## config.mk

```make
export PLATFORM = sky130hd
export DESIGN_NAME = tx66_enc
export DESIGN_NICKNAME = d
export VERILOG_FILES = /design/src/rtl/tx66_pkg.sv /design/src/rtl/tx66_lane_map.sv /design/src/rtl/tx66_pack.sv /design/src/rtl/tx66_enc.sv
export SDC_FILE = /design/constraint.sdc
export NUM_CORES = 1
export LEC_CHECK = 0
export BUFFER_PORTS_ARGS = -buffer_cell sky130_fd_sc_hd__buf_2
export CORE_ASPECT_RATIO = 1.75
export CORE_MARGIN = 2
export CORE_UTILIZATION = 40
export DETAILED_ROUTE_END_ITERATION = 10
export PLACE_DENSITY = 0.65
export SLEW_MARGIN = 15
export SYNTH_ARGS = -nofsm -noshare
export SYNTH_HDL_FRONTEND = slang
export SYNTH_HIERARCHICAL = 1
export SYNTH_SLANG_ARGS = --single-unit
```

## constraint.sdc

```tcl
create_clock -name clk -period 9.85 [get_ports clk]
set_input_delay 2.955 -clock clk [delete_from_list [all_inputs] [get_ports clk]]
set_output_delay 2.955 -clock clk [all_outputs]
set_load 0.02 [all_outputs]
```

## src/rtl/tx66_pkg.sv

```systemverilog
// Shared constants for the 64B/66B transmit encoder.
// Assumes eight byte lanes per block; the terminate type bytes are defined
// for that lane count only.
package tx66_pkg;

    localparam logic [7:0] CH_IDLE   = 8'h07;
    localparam logic [7:0] CH_ERROR  = 8'hFE;
    localparam logic [7:0] CH_START  = 8'hFB;
    localparam logic [7:0] CH_TERM   = 8'hFD;

    localparam logic [6:0] CODE_IDLE  = 7'h00;
    localparam logic [6:0] CODE_ERROR = 7'h1E;

    localparam logic [7:0] TY_CTRL  = 8'h1E;
    localparam logic [7:0] TY_START = 8'h78;

    localparam logic [1:0] HDR_DATA = 2'b01;
    localparam logic [1:0] HDR_CTRL = 2'b10;

    // Type byte of a terminate block, by the lane holding the terminate.
    function automatic logic [7:0] term_type(input int unsigned pos);
        case (pos)
            0:       term_type = 8'h87;
            1:       term_type = 8'h99;
            2:       term_type = 8'hAA;
            3:       term_type = 8'hB4;
            4:       term_type = 8'hCC;
            5:       term_type = 8'hD2;
            6:       term_type = 8'hE1;
            default: term_type = 8'hFF;
        endcase
    endfunction

endpackage

```

## src/rtl/tx66_lane_map.sv

```systemverilog
// Per-lane classifier: flags each byte as idle/error code, start or
// terminate character, and gives its 7-bit code.
// Assumes the lane's control flag is qualified elsewhere.
module tx66_lane_map
    import tx66_pkg::*;
#(
    parameter int LANES = 8
) (
    input  logic [8*LANES-1:0] lane_data,
    output logic [LANES-1:0]   code_ok,
    output logic [LANES-1:0]   is_start,
    output logic [LANES-1:0]   is_term,
    output logic [7*LANES-1:0] code7
);

    for (genvar g = 0; g < LANES; g++) begin : g_lane
        logic [7:0] b;
        assign b = lane_data[8*g +: 8];
        // byte is a control value that has a 7-bit code
        assign code_ok[g]         = (b == CH_IDLE) || (b == CH_ERROR);
        // 7-bit code; only meaningful when code_ok is set
        assign code7[7*g +: 7]    = (b == CH_ERROR) ? CODE_ERROR : CODE_IDLE;
        // start and terminate markers
        assign is_start[g]        = (b == CH_START);
        assign is_term[g]         = (b == CH_TERM);
    end

endmodule

```

## src/rtl/tx66_pack.sv

```systemverilog
// Block former: picks the block shape from the control flags and lane
// classes, selects the type byte and places data bytes and 7-bit codes.
// Data lane j of a terminate block sits at payload bit 8+8j and the code of
// lane j at payload bit 8+7j; unused bits stay zero. Assumes LANES = 8.
module tx66_pack
    import tx66_pkg::*;
#(
    parameter int LANES = 8
) (
    input  logic [8*LANES-1:0] data,
    input  logic [LANES-1:0]   ctrl,
    input  logic [LANES-1:0]   code_ok,
    input  logic [LANES-1:0]   is_start,
    input  logic [LANES-1:0]   is_term,
    input  logic [7*LANES-1:0] code7,
    output logic [8*LANES+1:0] blk_next,
    output logic [LANES-1:0]   term_hit
);

    localparam int PW = 8 * LANES;
    localparam logic [LANES-1:0] ALL_CTRL  = '1;
    localparam logic [LANES-1:0] LANE0_CTL = LANES'(1);

    logic [PW-1:0] payload;
    logic [1:0]    hdr;

    // Find which terminate position, if any, the lane pattern matches.
    always_comb begin
        logic above_ok;
        term_hit = '0;
        for (int k = 0; k < LANES; k++) begin
            above_ok = 1'b1;
            for (int j = 0; j < LANES; j++) begin
                if (j > k) above_ok = above_ok & code_ok[j];
            end
            term_hit[k] = (ctrl == (ALL_CTRL << k)) && is_term[k] && above_ok;
        end
    end

    // Build header and payload for the detected block shape.
    always_comb begin
        payload = '0;
        hdr     = HDR_CTRL;
        if (ctrl == '0) begin
            hdr     = HDR_DATA;
            payload = data;
        end else if (ctrl == LANE0_CTL && is_start[0]) begin
            payload = {data[PW-1:8], TY_START};
        end else if (|term_hit) begin
            for (int k = 0; k < LANES; k++) begin
                if (term_hit[k]) begin
                    payload[7:0] = term_type(k);
                    for (int j = 0; j < LANES; j++) begin
                        if (j < k)      payload[8+8*j +: 8] = data[8*j +: 8];
                        else if (j > k) payload[8+7*j +: 7] = code7[7*j +: 7];
                    end
                end
            end
        end else if (&ctrl && &code_ok) begin
            payload[7:0] = TY_CTRL;
            for (int j = 0; j < LANES; j++) payload[8+7*j +: 7] = code7[7*j +: 7];
        end else begin
            payload[7:0] = TY_CTRL;
            for (int j = 0; j < LANES; j++) payload[8+7*j +: 7] = CODE_ERROR;
        end
        blk_next = {payload, hdr};
    end

endmodule

```

## src/rtl/tx66_enc.sv

```systemverilog
// 64B/66B transmit block encoder top: classifies lanes, forms the block
// and registers it. One clock of latency; sync header in bits [1:0].
// Assumes synchronous active-low reset and LANES = 8.
module tx66_enc
    import tx66_pkg::*;
#(
    parameter int LANES = 8
) (
    input  logic               clk,
    input  logic               rst_n,
    input  logic [8*LANES-1:0] tx_bytes,
    input  logic [LANES-1:0]   tx_is_ctrl,
    output logic [8*LANES+1:0] tx_block
);

    localparam int PW = 8 * LANES;
    localparam logic [PW+1:0]    IDLE_BLOCK = {{(PW-8){1'b0}}, TY_CTRL, HDR_CTRL};
    localparam logic [LANES-1:0] LANE0_CTL  = LANES'(1);

    logic [LANES-1:0]   code_ok, is_start, is_term, term_hit;
    logic [7*LANES-1:0] code7;
    logic [PW+1:0]      blk_next;

    tx66_lane_map #(.LANES(LANES)) lane_map_i (
        .lane_data (tx_bytes),
        .code_ok   (code_ok),
        .is_start  (is_start),
        .is_term   (is_term),
        .code7     (code7)
    );

    tx66_pack #(.LANES(LANES)) pack_i (
        .data      (tx_bytes),
        .ctrl      (tx_is_ctrl),
        .code_ok   (code_ok),
        .is_start  (is_start),
        .is_term   (is_term),
        .code7     (code7),
        .blk_next  (blk_next),
        .term_hit  (term_hit)
    );

    // Output register: idle block in reset, formed block otherwise.
    always_ff @(posedge clk) begin
        if (!rst_n) tx_block <= IDLE_BLOCK;
        else        tx_block <= blk_next;
    end

    // pure data input yields a data header and unchanged lanes
    p_data_pass_r1: assert property (@(posedge clk) disable iff (!rst_n)
        ($past(rst_n) && $past(tx_is_ctrl) == '0) |->
            (tx_block[1:0] == HDR_DATA && tx_block[PW+1:2] == $past(tx_bytes)));

    // any control flag yields a control header
    p_ctrl_hdr_r2: assert property (@(posedge clk) disable iff (!rst_n)
        ($past(rst_n) && $past(tx_is_ctrl) != '0) |-> (tx_block[1:0] == HDR_CTRL));

    // a start type only follows a lane-0 start character
    p_start_src_r3: assert property (@(posedge clk) disable iff (!rst_n)
        ($past(rst_n) && tx_block[1:0] == HDR_CTRL && tx_block[9:2] == TY_START) |->
            ($past(tx_is_ctrl) == LANE0_CTL && $past(tx_bytes[7:0]) == CH_START));

    // at most one terminate position matches
    p_term_unique_r4: assert property (@(posedge clk) disable iff (!rst_n)
        $onehot0(term_hit));

    // reset loads the all-idle control block
    p_reset_idle_r8: assert property (@(posedge clk)
        !rst_n |=> (tx_block == IDLE_BLOCK));

endmodule

```

=== After elaboration in Yosys (flattened, before gate mapping) ===
Index checks and enable logic that the tools add are counted.

* Equality and inequality tests: 34
* Mux-type cells: 34
* Bitwise logic cells: 21
* Reductions and logical operators: 29

{| class="wikitable"
|+ Operators with widths
! kind !! count
|-
| $mux 64 || 4
|-
| $eq 8x8->1 const B || 25
|-
| $mux 35 || 4
|-
| $mux 42 || 3
|-
| $mux 40 || 2
|-
| $eq 8x3->1 const B || 8
|-
| $mux 62 || 1
|-
| $mux 56 || 1
|-
| $mux 48 || 1
|-
| $mux 47 || 1
|-
| $mux 5 || 8
|-
| $mux 32 || 1
|-
| $mux 28 || 1
|-
| $mux 24 || 1
|-
| $and 1x1->1 || 21
|-
| $mux 21 || 1
|-
| $logic_and 1x1->1 || 17
|-
| $mux 16 || 1
|-
| $reduce_and 8->1 || 2
|-
| $mux 14 || 1
|-
| $eq 8x1->1 const B || 1
|-
| $logic_not 8->1 || 1
|-
| $logic_or 1x1->1 || 8
|-
| $mux 8 || 1
|-
| 3 further kinds || 3
|}

* Bits in registers: 66
* Input port bits: 74
* Output and inout bits: 66
* Logic and storage cells: 119

=== Longest topological paths before layout ===
* Depth in word-level cells: 26
* Gate-level depth with buffers: 12

=== Modules after synthesis ===
The synthesis kept the hierarchy.

{| class="wikitable"
|+ By module, submodules not included
! module !! instances !! cells an instance !! area an instance (um^2)
|-
| tx66_enc || 1 || 139 || 1796.7
|-
| tx66_pack || 1 || 280 || 1690.4
|-
| tx66_lane_map || 1 || 157 || 962.2
|}

=== Worst setup path before layout ===
OpenSTA, ideal clock, no wires.

* Path type: input to register
* From: input tx_bytes[60]
* To: register tx_block[26]
* Setup time: 115 ps
* Data arrival time: 5051 ps
* Data required time: 9735 ps
* Path slack: 4684 ps
* Stages: 12
* Buffers on the path: 2
* Path through: nand2_1 or3_1 a21oi_1 and4_1 clkbuf_1 nand4_1 nor2_2 nor3_4 buf_6 a221oi_1 nor2_1 and2_1

* Cells in the longest elaborated chain, start to end: 17
* Elaborated cells on any way between the ends: 35

{| class="wikitable"
|+ RTL lines
! element !! line !! source
|-
| start: declaration || tx66_enc.sv:11 || <nowiki>input logic [8*LANES-1:0] tx_bytes,</nowiki>
|-
| $eq 8x3->1 or $eq 8x8->1 (tied branches) || tx66_lane_map.sv:20 || <nowiki>assign code_ok[g] = (b == CH_IDLE) || (b == CH_ERROR);</nowiki>
|-
| $logic_or 1x1->1 (*) || tx66_lane_map.sv:20 ||
|-
| named net code_ok[7] || tx66_enc.sv:20 || <nowiki>logic [LANES-1:0] code_ok, is_start, is_term, term_hit;</nowiki>
|-
| $and 1x1->1 || tx66_pack.sv:34 || <nowiki>if (j > k) above_ok = above_ok & code_ok[j];</nowiki>
|-
| $logic_and 1x1->1 || tx66_pack.sv:36 || <nowiki>term_hit[k] = (ctrl == (ALL_CTRL << k)) && is_term[k] && above_ok;</nowiki>
|-
| $mux 47 || tx66_pack.sv:51 || <nowiki>if (term_hit[k]) begin</nowiki>
|-
| $mux 40 || tx66_pack.sv:51 ||
|-
| $mux 42 (3 in series) || - ||
|-
| $mux 32 || tx66_pack.sv:51 ||
|-
| $mux 40 || tx66_pack.sv:51 ||
|-
| $mux 48 || tx66_pack.sv:51 ||
|-
| $mux 56 || tx66_pack.sv:51 ||
|-
| $mux 64 || tx66_pack.sv:51 ||
|-
| $mux 64 (*) || tx66_pack.sv:49 || <nowiki>end else if (|term_hit) begin</nowiki>
|-
| $mux 64 (*) || tx66_pack.sv:47 || <nowiki>end else if (ctrl == LANE0_CTL && is_start[0]) begin</nowiki>
|-
| $mux 64 (*) || tx66_pack.sv:44 || <nowiki>if (ctrl == '0) begin</nowiki>
|-
| named net blk_next[26] || tx66_enc.sv:22 || <nowiki>logic [PW+1:0] blk_next;</nowiki>
|-
| end signal: assignment || tx66_enc.sv:46 || <nowiki>else tx_block <= blk_next;</nowiki>
|-
| end: declaration || tx66_enc.sv:13 || <nowiki>output logic [8*LANES+1:0] tx_block</nowiki>
|}

Mark *: on every way through the listed nets, which the timed path passes. The rest lies on a longest branch. The select of a mux whose other input is x is not followed.
A chain may end at the register's enable or synchronous reset.

=== Final worst setup path ===
* From: input tx_bytes[59]
* To: register tx_block[55]

* Cells in the longest elaborated chain, start to end: 21
* Elaborated cells on any way between the ends: 39

{| class="wikitable"
|+ RTL lines
! element !! line
|-
| $eq 8x3->1 or $eq 8x8->1 (tied branches) || tx66_lane_map.sv:20
|-
| $logic_or 1x1->1 (*) || tx66_lane_map.sv:20
|-
| named net code_ok[7] || tx66_enc.sv:20
|-
| $and 1x1->1 || tx66_pack.sv:34
|-
| $logic_and 1x1->1 || tx66_pack.sv:36
|-
| $mux 47 || tx66_pack.sv:51
|-
| $mux 40 || tx66_pack.sv:51
|-
| $mux 42 (3 in series) || -
|-
| (+5 left out) || -
|-
| $mux 21 || tx66_pack.sv:51
|-
| $mux 14 || tx66_pack.sv:51
|-
| $mux 56 || tx66_pack.sv:51
|-
| $mux 64 || tx66_pack.sv:51
|-
| $mux 64 (*) || tx66_pack.sv:49
|-
| $mux 64 (*) || tx66_pack.sv:47
|-
| $mux 64 (*) || tx66_pack.sv:44
|-
| named net blk_next[55] || tx66_enc.sv:22
|}

Marks and branches as above.

==> results_dict.tcl <==
set metrics [dict create \
    period_minus_slack_ns 5.62 \
    drtPass1Iterations 7 \
    type_of_element_capturing_the_critical_path "flop" \
    timing.max_slew.rel_slack_pct 22.6 \
    die_h_um 142 \
    grt_max_degree 67 \
    layout_top_registers "tx_block x66" \
    largest_register_ff_count 66 \
    clk_pin_slew_ns 0.06 \
    cp.arrival_ns 5.84 \
    top_register "tx_block" \
    avgSynthCellArea_um2 7.75 \
    p_per_area_nw_per_um2 142 \
    netlist_area_um2 4380 \
    number_of_failing_hold_endpoints_at_the_final_stage 0 \
    cts_buffers 9 \
    hold_buffers 0 \
    power.share.switching_pct 22.5 \
    power.ir.vdd_worst_mv 0.0987 \
    critical_path_peak_fanout 8 \
    final.setup.tns_ns 0 \
    grt_setup_unrepaired "false" \
    setup.worst_path.start_class "primary input" \
    clock_sinks 66 \
    grt_pass1_vias 4408 \
    clock_power_share_pct 53.0 \
    antenna_found_initial 0 \
    placer_s_final_routability_congestion_estimate 0.876 \
    die_x_um 83.1 \
    placedCellCount 790 \
    areaGrowthSynthToFinish_pct 18.8 \
    grt_pass1_wl_mm 21.6 \
    num_io_pins 140 \
    worstMarginPinSlew_ns 1.16 \
    tritoncts "done" \
    timing.critical_path.to "tx_block[55]" \
    wl_per_cell_um 17.1 \
    run_status "completed" \
    post_synth_inst_count 565 \
    synthesis.yosys.warnings 6 \
    antennaDiodeCount 0 \
    start_util_pct 40.9 \
    nFillCells 1087 \
    holdCritPathClass "in -> reg" \
    initialDrtViolationCount 261 \
    worst-endpoint-required_ns 10.06 \
    pwr-share-seq_pct 37.4 \
    core_region_area_um2 10700 \
    placementRows 50 \
    internal_power_mw 0.572 \
    floorplan.die_area_um2 11800 \
    setup_violations 0 \
    route.detailed.drc 0 \
    cts_post_setup_buffers_inserted 0 \
    via_count 4437 \
    global_route.overflow_total 0 \
    clock_path_buffers 2 \
    grt_util_all_layers_pct 22.9 \
    crit_start "tx_bytes[59]" \
    layoutNonFillerInstCount 806 \
    critical_path_class "in -> reg" \
    ant_nets 0 \
    place_hpwl_mm 11.0 \
    finalWirelength_mm 13.8 \
    nNetsFinal 745 \
    drt-vias-per-instance 5.50 \
    leakage_nw 2.32 \
    timing.max_cap.violations 0 \
    post_cts_resized 0 \
    timing.final.crit_share_pct 57.1 \
    total_switching_power_mw 0.166 \
    worst_slack_ns 4.23 \
    seq_area_um2 1320 \
    cts-htree-levels 3 \
    place_worst_setup_slack_ns 3.96 \
    multi_input_logic_area_um2 2550 \
    max_freq_ghz 0.178 \
    final_max_slew_viol_count 0 \
    io_buffers 139 \
    drive_gt1_share_pct 26.2 \
    clockRootBuffer "sky130_fd_sc_hd__clkbuf_16" \
    power.share.combinational_pct 9.6 \
]
-- critical path: stages --
cell                      delay, ns
sky130_fd_sc_hd__buf_2         0.12
sky130_fd_sc_hd__nor4b_1       0.29
sky130_fd_sc_hd__nand2_1       0.08
sky130_fd_sc_hd__a21oi_1       0.34
sky130_fd_sc_hd__and4_1        0.38
sky130_fd_sc_hd__nand4_1       0.23
sky130_fd_sc_hd__nor2_1        0.65
sky130_fd_sc_hd__nor3_1        0.30
sky130_fd_sc_hd__o22ai_1       0.24
sky130_fd_sc_hd__o21ai_0       0.08
sky130_fd_sc_hd__and2_1        0.16
-- through the flow --
step	utilization [%]	hold slack (ns)	area, um^2	power [mW]
6_report	48.6	2.99	5200	0.738
5_1_grt	48.6	2.99	5200	0.765
4_1_cts	48.6	2.98	5200	0.745
3_5_place_dp	45.2	3.32	4830	0.352
3_3_place_gp	45.2	3.32	4830	0.351
2_1_floorplan	-	3.14	4460	0.320
-- cell usage in the layout (no fill, tap or decap), types with 3 or more instances in the layout --
cell / instances
sky130_fd_sc_hd__a221o_1: 7
sky130_fd_sc_hd__buf_2: 139
sky130_fd_sc_hd__o32a_1: 3
sky130_fd_sc_hd__nor4_1: 8
sky130_fd_sc_hd__and4_1: 6
sky130_fd_sc_hd__nand2b_1: 11
sky130_fd_sc_hd__a21oi_1: 16
sky130_fd_sc_hd__a21o_1: 7
sky130_fd_sc_hd__inv_1: 26
sky130_fd_sc_hd__a22o_1: 6
sky130_fd_sc_hd__nand4_1: 5
sky130_fd_sc_hd__a22oi_1: 10
sky130_fd_sc_hd__o21ai_0: 24
sky130_fd_sc_hd__bufinv_16: 4
sky130_fd_sc_hd__nand2_1: 54
sky130_fd_sc_hd__o211a_1: 4
sky130_fd_sc_hd__nor3_1: 16
sky130_fd_sc_hd__dfxtp_1: 66
sky130_fd_sc_hd__a222oi_1: 4
sky130_fd_sc_hd__or2_1: 3
sky130_fd_sc_hd__or3_1: 5
sky130_fd_sc_hd__nor2_1: 52
sky130_fd_sc_hd__o221ai_1: 5
sky130_fd_sc_hd__and3_1: 6
sky130_fd_sc_hd__nand3_1: 16
sky130_fd_sc_hd__and2_1: 64
sky130_fd_sc_hd__conb_1: 24
sky130_fd_sc_hd__clkbuf_16: 9
sky130_fd_sc_hd__a221oi_1: 4
sky130_fd_sc_hd__a31oi_1: 3
sky130_fd_sc_hd__or2_2: 4
sky130_fd_sc_hd__o22ai_1: 22
sky130_fd_sc_hd__nor4b_1: 6
sky130_fd_sc_hd__nor2b_1: 5
-- layout make-up --
cell class,instances,share of cell area (%)
clock buffers,9,4.33
flip-flops and latches,66,25.4
clock inverters,7,2.72
repair buffers,140,13.5
multi-input cells,428,49.0
inverters,26,1.88
well taps,130,3.13
-- power groups by stage --
stage                     registers [mW]  clock network, mW  logic [mW]
after floorplan                    0.291                  0      0.0289
after global placement             0.282                  0      0.0690
after detailed placement           0.282                  0      0.0701
after CTS                          0.276              0.399      0.0703
after global routing               0.277              0.412      0.0768
final                              0.276              0.391      0.0708
-- worst min path at each step --
stage / startpoint / to / slack, ns / depth (start not counted)
after global routing: tx_bytes[5] / tx_block[15] / 2.99 / 3
after detailed placement: tx_bytes[2] / tx_block[4] / 3.32 / 4
after floorplan: tx_bytes[1] / tx_block[3] / 3.14 / 3
after CTS: tx_bytes[2] / tx_block[4] / 2.98 / 4
after global placement: tx_bytes[1] / tx_block[3] / 3.32 / 4
final: tx_bytes[5] / tx_block[15] / 2.99 / 3
-- layer usage --
metal | track usage (%) | up-vias | wire length, um
li1 | - | 2160 | -
met2 | 44.1 | 196 | 7640
met1 | 22.7 | 2041 | 4840
met5 | 0 | - | 0
met3 | 4.23 | 40 | 718
met4 | 12.6 | 0 | 600
Note: power is estimated with default switching activity, not from simulation.
